## src/rtl/lbist_pkg.sv

```systemverilog
// Package: shared types for the scan self-test sequencer.
// Assumes: nothing beyond IEEE 1800-2017.
package lbist_pkg;

    // Sequencer phases.
    typedef enum logic [2:0] {
        ST_IDLE      = 3'd0,
        ST_RST_SHIFT = 3'd1,
        ST_RST_CAP   = 3'd2,
        ST_SHIFT     = 3'd3,
        ST_CAP       = 3'd4,
        ST_FLUSH     = 3'd5,
        ST_COMPARE   = 3'd6,
        ST_DONE      = 3'd7
    } lbist_state_e;

endpackage

```

## src/rtl/lbist_shift_cnt.sv

```systemverilog
// Module: lbist_shift_cnt
// Counts the cycles of one chain length. It flags the last cycle so the
// sequencer can leave a shift or flush phase on time.
// Assumes: LIMIT >= 1. When en is low the count returns to zero.
module lbist_shift_cnt #(
    parameter int LIMIT = 30
) (
    input  logic clk,
    input  logic rst_n,
    input  logic en,
    output logic last
);
    localparam int W = $clog2(LIMIT + 1);
    localparam logic [W-1:0] TOP = W'(LIMIT - 1);

    logic [W-1:0] cnt_q;

    // Cycle counter: counts while enabled, wraps on the last cycle, clears when idle.
    always_ff @(posedge clk) begin
        if (!rst_n || !en) cnt_q <= '0;
        else if (cnt_q == TOP) cnt_q <= '0;
        else cnt_q <= cnt_q + 1'b1;
    end

    assign last = en && (cnt_q == TOP);
endmodule

```

## src/rtl/lbist_pat_cnt.sv

```systemverilog
// Module: lbist_pat_cnt
// Counts patterns that have been captured. It reports whether the current
// pattern is the first one, whether it is the last one, and whether the
// next pattern still belongs to the reset-held phase.
// Assumes: TOTAL >= 1. clr has priority over inc.
module lbist_pat_cnt #(
    parameter int TOTAL     = 8000,
    parameter int RST_PATS  = 4,
    localparam int W        = $clog2(TOTAL + 1)
) (
    input  logic         clk,
    input  logic         rst_n,
    input  logic         clr,
    input  logic         inc,
    output logic [W-1:0] cnt,
    output logic         first,
    output logic         last,
    output logic         rst_next
);
    logic [W-1:0] cnt_q;
    logic [31:0]  next_idx;

    // Pattern counter: increments once per capture, cleared while idle.
    always_ff @(posedge clk) begin
        if (!rst_n || clr) cnt_q <= '0;
        else if (inc) cnt_q <= cnt_q + 1'b1;
    end

    // Index the following pattern will have, widened for comparison.
    always_comb next_idx = 32'(cnt_q) + 32'd1;

    assign cnt      = cnt_q;
    assign first    = (cnt_q == '0);
    assign last     = (32'(cnt_q) == 32'(TOTAL - 1));
    assign rst_next = (next_idx < 32'(RST_PATS));
endmodule

```

## src/rtl/lbist_seq_fsm.sv

```systemverilog
// Module: lbist_seq_fsm
// Phase sequencer: reset-held patterns, free patterns, the unload flush,
// the compare and done. It returns to idle whenever test_mode is low.
// Assumes: shift_last comes from a counter enabled in the shift and flush phases.
module lbist_seq_fsm
    import lbist_pkg::*;
#(
    parameter int RESET_PATS = 4
) (
    input  logic         clk,
    input  logic         rst_n,
    input  logic         test_mode,
    input  logic         shift_last,
    input  logic         pat_last,
    input  logic         rst_next,
    output lbist_state_e state
);
    lbist_state_e state_q, state_d;

    // Next-phase selection.
    always_comb begin
        state_d = state_q;
        unique case (state_q)
            ST_IDLE:      state_d = (RESET_PATS > 0) ? ST_RST_SHIFT : ST_SHIFT;
            ST_RST_SHIFT: if (shift_last) state_d = ST_RST_CAP;
            ST_SHIFT:     if (shift_last) state_d = ST_CAP;
            ST_RST_CAP,
            ST_CAP:       state_d = pat_last ? ST_FLUSH :
                                    (rst_next ? ST_RST_SHIFT : ST_SHIFT);
            ST_FLUSH:     if (shift_last) state_d = ST_COMPARE;
            ST_COMPARE:   state_d = ST_DONE;
            ST_DONE:      state_d = ST_DONE;
            default:      state_d = ST_IDLE;
        endcase
        if (!test_mode) state_d = ST_IDLE;
    end

    // Phase register.
    always_ff @(posedge clk) begin
        if (!rst_n) state_q <= ST_IDLE;
        else        state_q <= state_d;
    end

    assign state = state_q;
endmodule

```

## src/rtl/lbist_ctrl.sv

```systemverilog
// Module: lbist_ctrl (top)
// Scan self-test sequencer. It owns the core's reset, the scan enable, the
// input muxes and the generator and compactor enables while test_mode is high.
// Assumes: sig_match is valid in the cycle sig_cmp is high.
module lbist_ctrl
    import lbist_pkg::*;
#(
    parameter int CHAIN_LEN  = 30,
    parameter int RESET_PATS = 4,
    parameter int NUM_PATS   = 8000
) (
    input  logic clk,
    input  logic rst_n,
    input  logic test_mode,
    input  logic sig_match,
    output logic scan_enable,
    output logic dut_rst,
    output logic in_mux_sel,
    output logic lfsr_adv,
    output logic misr_en,
    output logic sig_cmp,
    output logic done,
    output logic pass
);
    localparam int PCW = $clog2(NUM_PATS + 1);

    lbist_state_e state_q;
    logic         shift_phase, load_phase, cap_phase;
    logic         shift_last, pat_first, pat_last, rst_next;
    logic [PCW-1:0] pat_cnt;
    logic         pass_q;

    // Phase decode.
    always_comb begin
        load_phase  = (state_q == ST_RST_SHIFT) || (state_q == ST_SHIFT);
        cap_phase   = (state_q == ST_RST_CAP)   || (state_q == ST_CAP);
        shift_phase = load_phase || (state_q == ST_FLUSH);
    end

    lbist_shift_cnt #(.LIMIT(CHAIN_LEN)) u_shift_cnt (
        .clk   (clk),
        .rst_n (rst_n),
        .en    (shift_phase),
        .last  (shift_last)
    );

    lbist_pat_cnt #(.TOTAL(NUM_PATS), .RST_PATS(RESET_PATS)) u_pat_cnt (
        .clk      (clk),
        .rst_n    (rst_n),
        .clr      (state_q == ST_IDLE),
        .inc      (cap_phase),
        .cnt      (pat_cnt),
        .first    (pat_first),
        .last     (pat_last),
        .rst_next (rst_next)
    );

    lbist_seq_fsm #(.RESET_PATS(RESET_PATS)) u_fsm (
        .clk        (clk),
        .rst_n      (rst_n),
        .test_mode  (test_mode),
        .shift_last (shift_last),
        .pat_last   (pat_last),
        .rst_next   (rst_next),
        .state      (state_q)
    );

    // Verdict latch: samples the compactor match on the compare strobe.
    always_ff @(posedge clk) begin
        if (!rst_n || state_q == ST_IDLE) pass_q <= 1'b0;
        else if (state_q == ST_COMPARE)   pass_q <= sig_match;
    end

    // Output drive.
    always_comb begin
        scan_enable = shift_phase;
        dut_rst     = (state_q == ST_RST_SHIFT) || (state_q == ST_RST_CAP);
        in_mux_sel  = test_mode;
        lfsr_adv    = load_phase;
        misr_en     = shift_phase && !pat_first;
        sig_cmp     = (state_q == ST_COMPARE);
        done        = (state_q == ST_DONE);
        pass        = done && pass_q;
    end
endmodule

```

## config.mk

```make
export PLATFORM = sky130hd
export DESIGN_NAME = lbist_ctrl
export DESIGN_NICKNAME = d
export VERILOG_FILES = /design/src/rtl/lbist_pkg.sv /design/src/rtl/lbist_shift_cnt.sv /design/src/rtl/lbist_pat_cnt.sv /design/src/rtl/lbist_seq_fsm.sv /design/src/rtl/lbist_ctrl.sv
export SDC_FILE = /design/constraint.sdc
export NUM_CORES = 1
export LEC_CHECK = 0
export ABC_AREA = 1
export ABC_CLOCK_PERIOD_IN_PS = 2100
export BUFFER_PORTS_ARGS = -buffer_cell sky130_fd_sc_hd__buf_2
export CORE_MARGIN = 2
export CORE_UTILIZATION = 30
export CTS_CLUSTER_SIZE = 25
export DETAILED_ROUTE_END_ITERATION = 7
export HOLD_SLACK_MARGIN = 0.12
export SYNTH_ARGS = -nofsm -noshare
export SYNTH_HDL_FRONTEND = slang
export SYNTH_SLANG_ARGS = --single-unit
export TNS_END_PERCENT = 100
```

## constraint.sdc

```tcl
create_clock -name clk -period 2.1 [get_ports clk]
set_input_delay 0 -clock clk [delete_from_list [all_inputs] [get_ports clk]]
set_output_delay 0 -clock clk [all_outputs]
set_load 0.03 [all_outputs]
```

### Yosys cells after proc, flatten, opt, wreduce, memory -nomap -nowiden

Cells that the tools add are included.

* register bits: 22

* muxes and demuxes: 6
* order comparisons: 1
* equality and inequality tests: 12
* reduce and logical (&&, ||, !) cells: 19
* add/subtract/negate cells: 3

Operators by type and width (number)
* $lt 32x3->1 const B: 1
* $pmux 3 s6: 1
* $add 13x1->14 const B: 1
* $add 13x1->13 const B: 1
* $eq 13x13->1 const B: 1
* $logic_not 13->1: 1
* $eq 3x3->1 const B: 4
* $mux 3: 4
* $eq 3x2->1 const B: 2
* $logic_or 1x1->1: 6
* $ne 2x2->1 const B: 3
* $reduce_or 2->1: 3
* $add 5x1->5 const B: 1
* $eq 5x5->1 const B: 1
* $eq 3x1->1 const B: 1
* $logic_and 1x1->1: 3
* $logic_not 1->1: 3
* $logic_not 3->1: 1
* $reduce_and 3->1: 1
* $mux 2: 1
* $reduce_and 2->1: 1

### Depth between registers and ports, before layout

Gate-level depths: netlist (run 1).

* depth after elaboration: 6
* gate-level depth with buffers: 13
* gate-level depth less buffers: 13

### Cells and area by module

A second synthesis (run 1) with hierarchy kept.

* cells, all modules: 236
* area total of the unflattened synthesis: 1447.6 um^2

Modules (own cells, without submodules)
* lbist_pat_cnt: instances 1, area an instance 880.8 um^2, cells an instance 146
* lbist_shift_cnt: instances 1, area an instance 241.5 um^2, cells an instance 29
* lbist_seq_fsm: instances 1, area an instance 186.4 um^2, cells an instance 35
* lbist_ctrl: instances 1, area an instance 138.9 um^2, cells an instance 26

### Least setup slack after synthesis (run 1)

OpenSTA, ideal clock, no wires.

* path kind: register to register
* from: register u_fsm.state_q[0], in the netlist u_fsm.state[0]
* to: register u_shift_cnt.cnt_q[0]
* arrival: 1.550 ns
* period minus slack after synthesis: 1.617 ns
* path slack: 0.483 ns
* data required time: 2.032 ns
* stages on the path, launching flop included: 7
* cell sequence: dfxtp_1 -> inv_1 -> nor2_1 -> nor2_1 -> inv_1 -> nand3_1 -> nor2_1

* longest elaborated chain between the ends: 6
* elaborated cells between the ends (all ways): 8
* classes of those cells: eq/ne (3); reduce/logical (5)

Ends and longest elaborated chain
* start: declaration: line lbist_seq_fsm.sv:18 `lbist_state_e state_q, state_d;`
* start signal: assignment: line lbist_seq_fsm.sv:41 `else state_q <= state_d;`
* $eq 3x1->1 / $eq 3x2->1 (equally long branches): line lbist_ctrl.sv:35 `load_phase = (state_q == ST_RST_SHIFT) || (state_q == ST_SHIFT);`
* $logic_or 1x1->1 *: line lbist_ctrl.sv:35
* net lfsr_adv: line lbist_ctrl.sv:19 `output logic lfsr_adv,`
* $logic_or 1x1->1 *: line lbist_ctrl.sv:37 `shift_phase = load_phase || (state_q == ST_FLUSH);`
* net scan_enable: line lbist_ctrl.sv:16 `output logic scan_enable,`
* $logic_not 1->1 *: line lbist_shift_cnt.sv:20 `if (!rst_n || !en) cnt_q <= '0;`
* $logic_or 1x1->1 *: line lbist_shift_cnt.sv:20
* $reduce_or 2->1 (no line) *
* end signal: assignment: line lbist_shift_cnt.sv:22 `else cnt_q <= cnt_q + 1'b1;`
* end: declaration: line lbist_shift_cnt.sv:16 `logic [W-1:0] cnt_q;`

The timed path passes the listed nets; every way through them passes the cells marked *.
A chain may end at the register's enable or synchronous reset.

### Worst setup path after layout (run 1)

* from: register u_fsm.state_q[2], in the netlist u_fsm.state[2]
* to: output misr_en

* longest elaborated chain between the ends: 4
* elaborated cells between the ends (all ways): 6
* classes of those cells: eq/ne (3); reduce/logical (3)

Ends and longest elaborated chain
* $eq 3x1->1 / $eq 3x2->1 (equally long branches): line lbist_ctrl.sv:35
* $logic_or 1x1->1: line lbist_ctrl.sv:35
* $logic_or 1x1->1 *: line lbist_ctrl.sv:37
* $logic_and 1x1->1 *: line lbist_ctrl.sv:80 `misr_en = shift_phase && !pat_first;`
* end: declaration: line lbist_ctrl.sv:20 `output logic misr_en,`

Mark *: on every way between the ends. The rest lies on a longest branch, timed or not.

==> results of run 1 <==
-- synth_stat cells --
cell,instances
a211oi_1,2
a21oi_1,6
a21oi_2,1
a31oi_1,2
buf_2,2
buf_4,1
clkbuf_1,1
dfxtp_1,22
ha_1,4
inv_1,34
inv_2,2
nand2_1,52
nand2_2,3
nand3_1,17
nand3_2,1
nand4_1,7
nor2_1,20
nor2_2,2
nor2_4,2
nor3_1,4
nor4_1,2
o211ai_1,7
o21ai_0,8
o21bai_1,1
o221ai_1,1
xnor2_1,1
xor2_1,2
-- through the flow --
step | worst slack (ns) | utilization (%) | instance area (sq um) | instances | total power [mW]
floorplan | 0.483 | - | 1340 | 207 | 0.482
global placement | 0.517 | 33.5 | 1450 | 267 | 0.498
detailed placement | 0.498 | 33.5 | 1450 | 267 | 0.497
CTS | 0.470 | 36.1 | 1560 | 275 | 0.911
global route | 0.219 | 36.1 | 1560 | 275 | 0.937
finish | 0.476 | 36.1 | 1560 | 275 | 0.903
-- layout make-up --
cell class / count / area [sq um] / share of cell area (%)
clock inverters: 1 / 30.0 / 1.92
well taps: 52 / 65.1 / 4.17
clock buffers: 3 / 41.3 / 2.64
multi-input cells: 145 / 747 / 47.8
inverters: 36 / 135 / 8.65
flip-flops and latches: 22 / 440 / 28.2
repair buffers: 16 / 103 / 6.57
-- registers in the layout (all words and copies together) (netlist names) --
register / flops
u_shift_cnt.cnt_q: 5
u_fsm.state: 3
pass_q: 1
u_pat_cnt.cnt: 13
-- worst max-delay path: cells and delay by family, from the launching register on --
kind | cells | cell delay, ns
flip-flops | 1 | 0.45
buffers and inverters | 2 | 0.38
AND/OR/NAND/NOR | 2 | 0.32
AO/OA/AOI/OAI | 1 | 0.20
-- how the worst max path moves through the flow --
stage,slack (ns),startpoint,cells past startpoint,to
floorplan,0.48,u_fsm.state[0]$_SDFFE_PN0P_,6,u_shift_cnt.cnt_q[0]$_SDFF_PP0_
global placement,0.52,u_fsm.state[1]$_SDFFE_PN0P_,7,u_fsm.state[2]$_SDFFE_PN0P_
detailed placement,0.50,u_pat_cnt.cnt[1]$_SDFFE_PP0P_,12,u_fsm.state[1]$_SDFFE_PN0P_
CTS,0.47,u_pat_cnt.cnt[1]$_SDFFE_PP0P_,12,u_fsm.state[1]$_SDFFE_PN0P_
global route,0.22,u_pat_cnt.cnt[1]$_SDFFE_PP0P_,12,u_fsm.state[1]$_SDFFE_PN0P_
finish,0.48,u_fsm.state[2]$_SDFFE_PN0P_,5,misr_en
-- cells by family (layout without fill, tap and decap cells) --
kind of cell / Yosys count / after routing / synth area share [%]
xor+xnor: 3 / 3 / 1.96
flops: 22 / 22 / 32.8
buf+inv: 40 / 56 / 11.6
simple gates: 110 / 110 / 36.9
fa+ha+maj: 4 / 4 / 3.72
compound gates: 28 / 28 / 13.0
-- repair_timing --
| action | in CTS | in global routing |
|---|---|---|
| setup endpoints to repair | 0 | 0 |
| setup buffers | 0 | 0 |
| endpoints found under the hold margin | 6 | 0 |
| hold buffers | 4 | 0 |
-- per-layer routing --
layer	GRT usage [%]	vias up	share of wire (%)
met1	16.4	580	50
met3	3.28	2	4.2
li1	-	707	-
met2	20.0	23	45
met4	2.10	0	0.58
met5	0	-	0
-- power by group through the flow --
stage	clock (mW)	combinational [mW]	sequential, mW
detailed placement	0	0.0602	0.437
global placement	0	0.0604	0.437
global route	0.435	0.0740	0.429
finish	0.410	0.0662	0.428
CTS	0.417	0.0665	0.428
floorplan	0	0.0459	0.436
==> metrics, run 1 <==
outcome complete, no violations; drt via density 4.77; GRT Overall Usage 12.2%; htree depth 1; Fmax 0.616 GHz; crit path DAT 1.62 ns; switch share 22.5%; IO Count 12; Leak 0.721 nW; CP Max Fanout 7; Reg clk slew, reported paths 0.09 ns; hold path endpoint pass_q$_SDFFE_PP0P_; Worst path max stage delay 0.45 ns; area leader, netlist dfxtp_1; Synth cell types 27; Worst setup EP type output pin; GPL Wtd Cong 0.776; 1st-iter DRT viols 73; grt total ovfl 0; DP Wirelength 2100 um; reg-to-reg setup timing slack 0.49 ns; core area 0.00432 sq mm; CTS resizes 0; reg2reg path depth 12; max-slew violation count 0; reg-to-reg startpoint u_pat_cnt.cnt[1]$_SDFFE_PP0P_; CTS tree done; sequence of cells on the critical path inv_1 -> nor3_1 -> nor2_1 -> a31oi_1 -> buf_2; hold_ws 0.477 ns; peak supply drop 0.401 mV; PwrDens 579 mW/mm^2; most common cell after layout, fill and taps aside nand2_1; Post-Syn Area 0.00134 sq mm; post-layout min period 1.62 ns; Area growth, synth to finish 16.2%; Worst Hold Depth 2; final setup fails 0; Final nets 232; Rows 24; DRT Wirelength 2910 um; Synthesized Nets 215; switching power total 204 uW; largest net degree at the start of global routing 14; CP Class flop to output pin; Slew @ Worst Pin 0.390 ns; Area contributors post-synth dfxtp_1, nand2_1, inv_1; post-synth top area share 32.8%; Logic pwr share 7.3%; Root Buffer clkbuf_8; category of the worst setup path launch point flop; Filler cells 496; Clock power frac 45.3%; post-synthesis register bit count 22; FF-to-FF End u_fsm.state[1]$_SDFFE_PN0P_; RSZ-0062 raised after global routing no; post-synthesis average cell area 6.49 sq um; slowest CP cell dfxtp_1; number of buffers created by CTS 3; Seq pwr share 47.3%; Max Cap Violations 0; number of routed nets with antenna violations 0; Initial Utilization 31.1%; Hold Path Class flop to flop; diodes inserted 0; Die Ht 70.9 um; max_slew headroom 74.0%; TritonCTS Sinks 22; # port buffers 11; final hold violation count 0; first-pass GRT wire length 5050 um; clock skew 0.00526 ns; initial antenna violation count 0; die area 0.00503 sq mm; Residual DRC 0; Required @ worst endpoint 2.10 ns; 1st-pass router iterations 4; hold wc startpoint pass_q$_SDFFE_PP0P_; most frequent cells in the layout nand2_1, inv_1, dfxtp_1, nor2_1, nand3_1; Int Pwr 700 uW; TNS Setup 0 ns; die width 70.9 um; final period utilization 77.3%; vias in the first global route 1194; Routed WL per cell 10.6 um; via count 1312; Worst-Skew Late Latency 0.27 ns; share of cells above drive strength 1 12.1%; CTS max path bufs 2; sequential share of the synthesized area 32.8%; Mapped Cells 207; Yosys warning total 0
Note: power is estimated with default switching activity, not from simulation.
==> inputs of run 2 (changes only) <==
- ABC_CLOCK_PERIOD_IN_PS: 2100 -> 1500
- clock period: 2.1 -> 1.5 ns (I/O delays scaled with it)
==> metrics, run 2 (synthesis results as in run 1) <==
outcome finished, violations left; violated checks negative setup slack; IO Count 12 (unchanged); Worst path max stage delay 0.36 ns (-0.09 ns); sequence of cells on the critical path ha_4 -> nand2_4 -> nor2_4 -> nand4_1 -> nand2_1 -> nand3_1 -> nor2_1 -> nand2_1 -> nand2_1 -> nand2_1 -> nand2_1 -> a21oi_2; Worst-Skew Late Latency 0.26 ns (about the same); GPL Wtd Cong 0.848 (+9.3%); vias in the first global route 1316 (+10%); hold_ws 0.465 ns (-0.0120 ns); Root Buffer clkbuf_8; RSZ-0062 raised after global routing yes; Setup WS post-layout -0.00530 ns (-0.481 ns); GRT Overall Usage 13.9% (+1.7 points); register area 452 sq um (+2.6%); cell mode on critical path nand2_1; Fmax 0.664 GHz; core area 0.00432 sq mm (unchanged); 1st-pass router iterations 4 (unchanged); CTS max path bufs 2 (unchanged); Final nets 250 (+7.8%); grt total ovfl 0 (unchanged); largest net degree at the start of global routing 21 (+7); slowest CP cell dfxtp_2; # port buffers 11 (unchanged); die width 70.9 um (unchanged); Rows 24 (unchanged); Worst setup EP type flop; Filler cells 476 (-4.0%); Reg clk slew, reported paths 0.08 ns (about the same); Final Power 1.13 mW (+25%); DP Wirelength 2240 um (+6.5%); drt via density 4.70 (-1.6%); diodes inserted 0 (unchanged); Leak 0.839 nW (+16%); TritonCTS Sinks 22 (unchanged); max_slew headroom 81.0% (+7.0 points); Area growth, synth to finish 34.0%; Die Ht 70.9 um (unchanged); post-layout min period 1.51 ns; reg-to-reg startpoint u_pat_cnt.cnt[0]$_SDFFE_PP0P_; PwrDens 628 mW/mm^2 (+8.6%); CTS tree done; Required @ worst endpoint 1.66 ns (-0.44 ns); number of routed nets with antenna violations 0 (unchanged); Slew @ Worst Pin 0.285 ns (-0.106 ns); via count 1376 (+4.9%); DRT Wirelength 3200 um (+9.6%); reg-to-reg setup timing slack -0.005 ns (-0.50 ns); reg2reg path depth 12 (unchanged); htree depth 1 (unchanged); die area 0.00503 sq mm (unchanged); max-slew violation count 0 (unchanged); 1st-iter DRT viols 46 (-37%); clock skew 0.00142 ns (-0.00384 ns); Max Cap Violations 0 (unchanged); Initial Utilization 31.1% (unchanged); Routed WL per cell 10.9 um (+2.9%); crit path DAT 1.66 ns (+0.04 ns); category of the worst setup path launch point flop; final hold violation count 0 (unchanged); most frequent cells in the layout nand2_1, inv_1, buf_4, nor2_1; final setup fails 1 (+1); share of cells above drive strength 1 30.7% (+19 points); max reg flops 13 (unchanged); Multi-input gate area 845 sq um (+13%); Final Cell Area 0.00180 sq mm (+15%); final period utilization 100%; FF-to-FF End u_fsm.state[1]$_SDFFE_PN0P_; hold wc startpoint pass_q$_SDFFE_PP0P_; Worst Hold Depth 2 (unchanged); most common cell after layout, fill and taps aside nand2_1; number of buffers created by CTS 3 (unchanged); Residual DRC 0 (unchanged); Hold Path Class flop to flop; initial antenna violation count 0 (unchanged); CP Max Fanout 6 (-1); hold path endpoint pass_q$_SDFFE_PP0P_; peak supply drop 0.420 mV (+4.9%); Placed Instance Area 0.00158 sq mm (+9.0%); first-pass GRT wire length 5740 um (+14%); CP Class flop to flop
run 2: through the flow:
step	utilization (%)	cells	worst slack [ns]	setup TNS, ns
6_report	41.6	293	-0.00530	-0.00530
3_3_place_gp	36.5	284	-0.0553	-0.0628
3_5_place_dp	36.5	284	-0.108	-0.108
5_1_grt	41.6	293	-0.141	-0.318
4_1_cts	40.2	291	-0.00892	-0.00892
2_1_floorplan	-	207	0.0513	0
run 2: area by class of cell:
class / instances / area share [%]
clock buffer: 4 / 3.06
inverter: 36 / 7.92
multi-input combinational: 145 / 46.9
sequential: 22 / 25.1
tap: 52 / 3.61
timing repair buffer: 34 / 13.4
run 2: worst max path at each step:
stage,startpoint,end,slack (ns)
floorplan,u_pat_cnt.cnt[0]$_SDFFE_PP0P_,u_fsm.state[1]$_SDFFE_PN0P_,0.05
global placement,u_pat_cnt.cnt[0]$_SDFFE_PP0P_,u_fsm.state[1]$_SDFFE_PN0P_,-0.06
detailed placement,u_pat_cnt.cnt[0]$_SDFFE_PP0P_,u_fsm.state[1]$_SDFFE_PN0P_,-0.11
CTS,u_pat_cnt.cnt[0]$_SDFFE_PP0P_,u_fsm.state[1]$_SDFFE_PN0P_,-0.009
global route,u_pat_cnt.cnt[0]$_SDFFE_PP0P_,u_fsm.state[1]$_SDFFE_PN0P_,-0.14
finish,u_pat_cnt.cnt[0]$_SDFFE_PP0P_,u_fsm.state[1]$_SDFFE_PN0P_,-0.005
run 2: report_power, final:
group / internal [mW] / switching, mW / total, mW
sequential: 0.591 / 0.00892 / 0.600
clock: 0.234 / 0.193 / 0.427
combinational: 0.0396 / 0.0653 / 0.105
total: 0.864 / 0.267 / 1.13
run 2: critical path, delay by kind of cell (launching register included):
kind                       cells  cell delay, ns
adders and majority gates      1            0.17
AOI/OAI and AO/OA              1            0.05
DFF                            1            0.36
and+or+nand+nor               10            0.81
run 2: metal layers:
metal	part of all wire [%]	GRT usage (%)	routed length, um
met3	2.1	2.14	67
met2	46	22.6	1480
met4	0.97	5.66	31
met1	51	18.5	1620
met5	0	0	0
run 2: what timing repair did:
| item | CTS | global route |
|---|---|---|
| hold buffers | 3 | 0 |
| pin swaps | 5 | 4 |
| resized for setup | 21 | 17 |
| setup endpoints to repair | 3 | 16 |
| buffers inserted | 0 | 2 |
| endpoints found under the hold margin | 4 | 0 |
